## config.mk

```make
export PLATFORM = sky130hd
export DESIGN_NAME = pwr_domain_seq
export DESIGN_NICKNAME = d
export VERILOG_FILES = /design/src/rtl/pwr_domain_seq.sv
export SDC_FILE = /design/constraint.sdc
export NUM_CORES = 1
export LEC_CHECK = 0
export BUFFER_PORTS_ARGS = -buffer_cell sky130_fd_sc_hd__buf_2
export CAP_MARGIN = 20
export CORE_ASPECT_RATIO = 0.9
export CORE_MARGIN = 5
export CORE_UTILIZATION = 30
export CTS_CLUSTER_DIAMETER = 40
export CTS_CLUSTER_SIZE = 14
export DETAILED_ROUTE_END_ITERATION = 12
export SYNTH_ARGS = -nofsm -noshare
export SYNTH_HDL_FRONTEND = slang
export SYNTH_SLANG_ARGS = --single-unit
export TNS_END_PERCENT = 5
```

## constraint.sdc

```tcl
create_clock -name clk -period 1.5 [get_ports clk]
set_input_delay 0.15 -clock clk [delete_from_list [all_inputs] [get_ports clk]]
set_output_delay 0.15 -clock clk [all_outputs]
set_load 0.02 [all_outputs]
```

## src/rtl/pwr_domain_seq.sv

```systemverilog
module pwr_domain_seq #(
  parameter int CNT_W = 8
) (
  input  logic             clk,
  input  logic             rst_n,
  input  logic             cmd_off,
  input  logic             cmd_on,
  input  logic             inflight,
  input  logic             power_good,
  input  logic [CNT_W-1:0] hold_cycles,
  output logic             allow,
  output logic             dom_reset,
  output logic             pwr_en,
  output logic             busy,
  output logic             done
);

  typedef enum logic [2:0] {
    S_ON, S_GATE, S_DRAIN, S_RESET, S_OFF, S_POWERUP, S_RELEASE, S_OPEN
  } state_t;

  state_t state, nxt;
  logic [CNT_W-1:0] cnt;
  logic hold_met;

  assign hold_met = (hold_cycles == '0) || (cnt == hold_cycles - 1'b1);

  always_comb begin
    nxt = state;
    case (state)
      S_ON:      if (cmd_off)    nxt = S_GATE;
      S_GATE:                    nxt = S_DRAIN;
      S_DRAIN:   if (!inflight)  nxt = S_RESET;
      S_RESET:                   nxt = S_OFF;
      S_OFF:     if (cmd_on)     nxt = S_POWERUP;
      S_POWERUP: if (power_good) nxt = S_RELEASE;
      S_RELEASE: if (hold_met)   nxt = S_OPEN;
      S_OPEN:                    nxt = S_ON;
      default:                   nxt = S_OFF;
    endcase
  end

  always_ff @(posedge clk) begin
    if (!rst_n) begin
      state     <= S_OFF;
      cnt       <= '0;
      allow     <= 1'b0;
      dom_reset <= 1'b1;
      pwr_en    <= 1'b0;
      busy      <= 1'b0;
      done      <= 1'b0;
    end else begin
      state     <= nxt;
      cnt       <= (state == S_RELEASE) ? cnt + 1'b1 : '0;
      allow     <= (nxt == S_ON);
      dom_reset <= (nxt == S_RESET) || (nxt == S_OFF) ||
                   (nxt == S_POWERUP) || (nxt == S_RELEASE);
      pwr_en    <= (nxt != S_OFF);
      busy      <= (nxt != S_ON) && (nxt != S_OFF);
      done      <= (state != nxt) && ((nxt == S_ON) || (nxt == S_OFF));
    end
  end

  assert_gate_on_command_R2: assert property (@(posedge clk) disable iff (!rst_n)
    $fell(allow) |-> $past(cmd_off) && busy && pwr_en && !dom_reset);

  assert_reset_after_drain_R3: assert property (@(posedge clk) disable iff (!rst_n)
    $rose(dom_reset) |-> !allow && !$past(inflight) && pwr_en);

  assert_power_off_in_reset_R4: assert property (@(posedge clk) disable iff (!rst_n)
    $fell(pwr_en) |-> dom_reset && $past(dom_reset));

  assert_release_with_power_R5: assert property (@(posedge clk) disable iff (!rst_n)
    $fell(dom_reset) |-> pwr_en && $past(pwr_en) && !allow);

  assert_allow_last_R7: assert property (@(posedge clk) disable iff (!rst_n)
    $rose(allow) |-> pwr_en && !dom_reset && $past(!dom_reset));

  assert_done_pulse_R9: assert property (@(posedge clk) disable iff (!rst_n)
    done |-> !busy && $past(busy));

  assert_done_single_R9: assert property (@(posedge clk) disable iff (!rst_n)
    done |=> !done);

endmodule

```

==> flow_summary.yaml <==
placed_design:
  dpl.hpwl_mm: 1.954
  gp_congestion: 0.7838
  io_buffers: 18
  placedInstanceArea_sq_um: 1267
sta:
  hold_viol_final: 0
  final.min_clock_period_ns: 1.481
  worst_pin_slew_ns: 0.3261
  relSlewSlack_pct: 77.96
  clock_skew_ns: 0.003436
  max_freq_mhz: 675.0
  period_share_pct: 98.76
  slew_violations: 0
  setup_viol: 0
synth:
  syn_inst: 117
  syn-mean-instance-area_sq_um: 8.363
  synth_area_sq_um: 978.4
  synth.distinct_cells: 40
  yosys_register_bits: 16
  synthesis.nets: 133
  ys_warn_count: 0
  seq_area_frac_synth_pct: 32.74
floorplanning:
  ios: 19
  num_rows: 19
  die_area_sq_um: 4505
  die_width_um: 70.20
  start_util_pct: 31.66
  core_area_sq_um: 3090
  die_h_um: 64.18
finish:
  diodes: 0
  n_fill_cell: 314
  nNetsFinal: 170
  syn_to_final_growth_pct: 41.18
  design_area_sq_um: 1381
  drive_gt1_share_pct: 40.52
clock_tree:
  cts_tree: "yes"
  clock_sinks: 16
  cts_max_path_buffers: 2
  clk_pin_slew_ns: 0.10
  htreeDepth: 1
  clk_latency_ns: 0.29
  ctsHoldBuffers: 0
  numCtsBuffers: 3
  ctsRootBufferMaster: "clkbuf_4"
worst_setup_path:
  cp_data_required_time_ns: 1.67
  critical_path.max_fanout: 2
  r2r-end: "dom_reset"
  r2r-start: "cnt[2]"
  worstSetupPathType: "register to register"
  crit_path_start: "cnt[2]"
  endpoint_kind: "register"
  ff2ff_setup_slack_ns: 0.02
  crit_path_start_kind: "register"
  arrival_ns: 1.65
  reg2reg_depth: 5
  crit_end: "dom_reset"
routing:
  ant_nets: 0
  drt-total-wl_mm: 2.547
  drt-vias-per-instance: 5.041
  routed.top_layer: "met4"
  wl_met3_um: 94
  wl_per_cell_um: 13.06
  vias: 983
  dr_wl_met2_mm: 1.347
  drt_iter0_drc: 64
  firstDrtPassIters: 4
  wl_met1_mm: 1.059
  drc: 0
run:
  drv_cap: 0
global_routing:
  grt_max_degree: 10
  grt_usage_pct: 11.81
  grt_overflow_total: 0
  grt_pass1_wl_mm: 4.402
  antenna_found_initial: 0
  grt_pass1_vias: 1022
outcome:
  status: "completed"
power_and_ir_drop:
  peakVddDrop_mv: 0.2595
  p_leak_nw: 0.5776
  finalPower_uw: 986.5
  powerDensity_nw_per_um2: 714.2
min_path:
  hp-class: "input port to register"
[through the flow]
stage / hold WS, ns / setup WS, ns / util, % / setup TNS, ns / instances
3_3_place_gp: 0.4097 / -0.3058 / 41.01 / -1.004 / 190
3_5_place_dp: 0.4164 / -0.3311 / 41.01 / -1.246 / 190
4_1_cts: 0.1059 / -0.009175 / 42.55 / -0.009175 / 195
2_1_floorplan: 0.3779 / -0.08662 / - / -0.1319 / 117
5_1_grt: 0.1068 / -0.07294 / 44.70 / -0.09713 / 195
6_report: 0.1105 / 0.01855 / 44.70 / 0 / 195
[where the power goes]
part	total, mW	internal, mW	switching, mW
sequential	0.451	0.442	0.00845
clock	0.292	0.148	0.144
combinational	0.244	0.119	0.125
total	0.987	0.709	0.277
[how the worst min path moves through the flow]
stage	slack, ns	startpoint	cells after the start	to
2_1_floorplan	0.38	inflight	3	dom_reset
3_3_place_gp	0.41	rst_n	2	dom_reset
3_5_place_dp	0.42	rst_n	2	dom_reset
4_1_cts	0.11	rst_n	2	dom_reset
5_1_grt	0.11	rst_n	2	dom_reset
6_report	0.11	rst_n	2	dom_reset
[what timing repair did]
action,4_1_cts,5_1_grt
setup endpoints to repair,4,5
pin swaps,1,10
gates resized for setup,2,17
cloned,0,0
setup buffers,1,0
[placed cells by master, fill, tap and decap left out, types with 2 or more instances in the layout]
cell type  Yosys  final
inv_1          9      7
clkbuf_4       0      3
buf_6          0      3
mux2i_1        2      2
nand3_1        5      5
or4_4          1      2
and3_1         4      4
dfxtp_1       16     13
nor3_1         4      4
o21ai_0        3      2
o21a_1         3      3
buf_2          3     16
xor2_1         8      7
nand4_1        2      2
xnor2_1        6      5
o21ai_2        1      2
nand2_1        4      4
a31oi_1        2      2
nor2_1        10     10
a21oi_1        5      5
buf_4          0     19
dfxtp_2        0      3
nor3b_1        3      2
nor4_1         2      2
[flip-flops by register name, summed over array words and instances (netlist names)]
name	count
done	1
cnt	8
busy	1
pwr_en	1
state	3
dom_reset	1
allow	1
[cells in the mapped netlist (all sizes together)]
| library cell | n | area share [%] |
|---|---|---|
| nor3 | 5 | 3.1 |
| xnor2 | 6 | 5.4 |
| nor3b | 3 | 2.3 |
| a311oi | 1 | 1.5 |
| nor4bb | 1 | 1.0 |
| nand3b | 1 | 0.77 |
| and2 | 1 | 0.64 |
| nand4bb | 1 | 1.2 |
| nand2 | 4 | 1.5 |
| o21bai | 2 | 1.5 |
| o21a | 3 | 2.3 |
| a31oi | 2 | 1.3 |
| nor2 | 11 | 4.5 |
| xor2 | 8 | 7.2 |
| or4 | 3 | 2.7 |
| o2111ai | 1 | 1.5 |
| a21oi | 5 | 2.6 |
| nand3 | 5 | 2.6 |
| dfxtp | 16 | 33 |
| o31ai | 1 | 0.77 |
| and3 | 4 | 2.6 |
| mux2i | 2 | 2.0 |
| nand4b | 1 | 0.90 |
| o211ai | 1 | 0.77 |
| a22oi | 1 | 0.77 |
| inv | 9 | 3.5 |
| buf | 4 | 1.9 |
| a211oi | 1 | 0.77 |
| nor4 | 2 | 1.3 |
| nand4 | 2 | 1.3 |
| or3b | 1 | 0.90 |
| o21ai | 4 | 2.4 |
| nand2b | 1 | 0.64 |
| ha | 2 | 2.6 |
| clkbuf | 2 | 0.77 |
[cell families after synthesis]
| group | Yosys count | synth area share [%] |
|---|---|---|
| and+or+nand+nor | 46 | 27.75 |
| AOI/OAI and AO/OA | 22 | 16.24 |
| DFF | 16 | 32.74 |
| buffers and inverters | 15 | 6.137 |
| xor gates and xnor gates | 14 | 12.53 |
| muxes | 2 | 2.046 |
| adders and majority gates | 2 | 2.557 |
[routing by layer]
layer / up-vias / GRT usage, %
met5: - / 0
met3: 4 / 1.724
li1: 488 / -
met1: 470 / 14.38
met2: 21 / 20.87
met4: 0 / 4.785
[final cells by class]
| cell class | count | area [sq um] | area share (%) |
|---|---|---|---|
| tap | 42 | 52.55 | 3.804 |
| inverter | 9 | 51.30 | 3.714 |
| multi-input combinational | 86 | 660.6 | 47.83 |
| clock buffer | 4 | 36.28 | 2.627 |
| timing repair buffer | 38 | 256.5 | 18.57 |
| sequential | 16 | 324.1 | 23.46 |
[worst max-delay path: stages, from the launching register on]
cell and delay, ns:
dfxtp_1 0.40, xnor2_2 0.15, mux2i_1 0.22, a22oi_1 0.13, a311oi_2 0.34, o2111ai_2 0.13
Power figures use the tool's default switching activity.
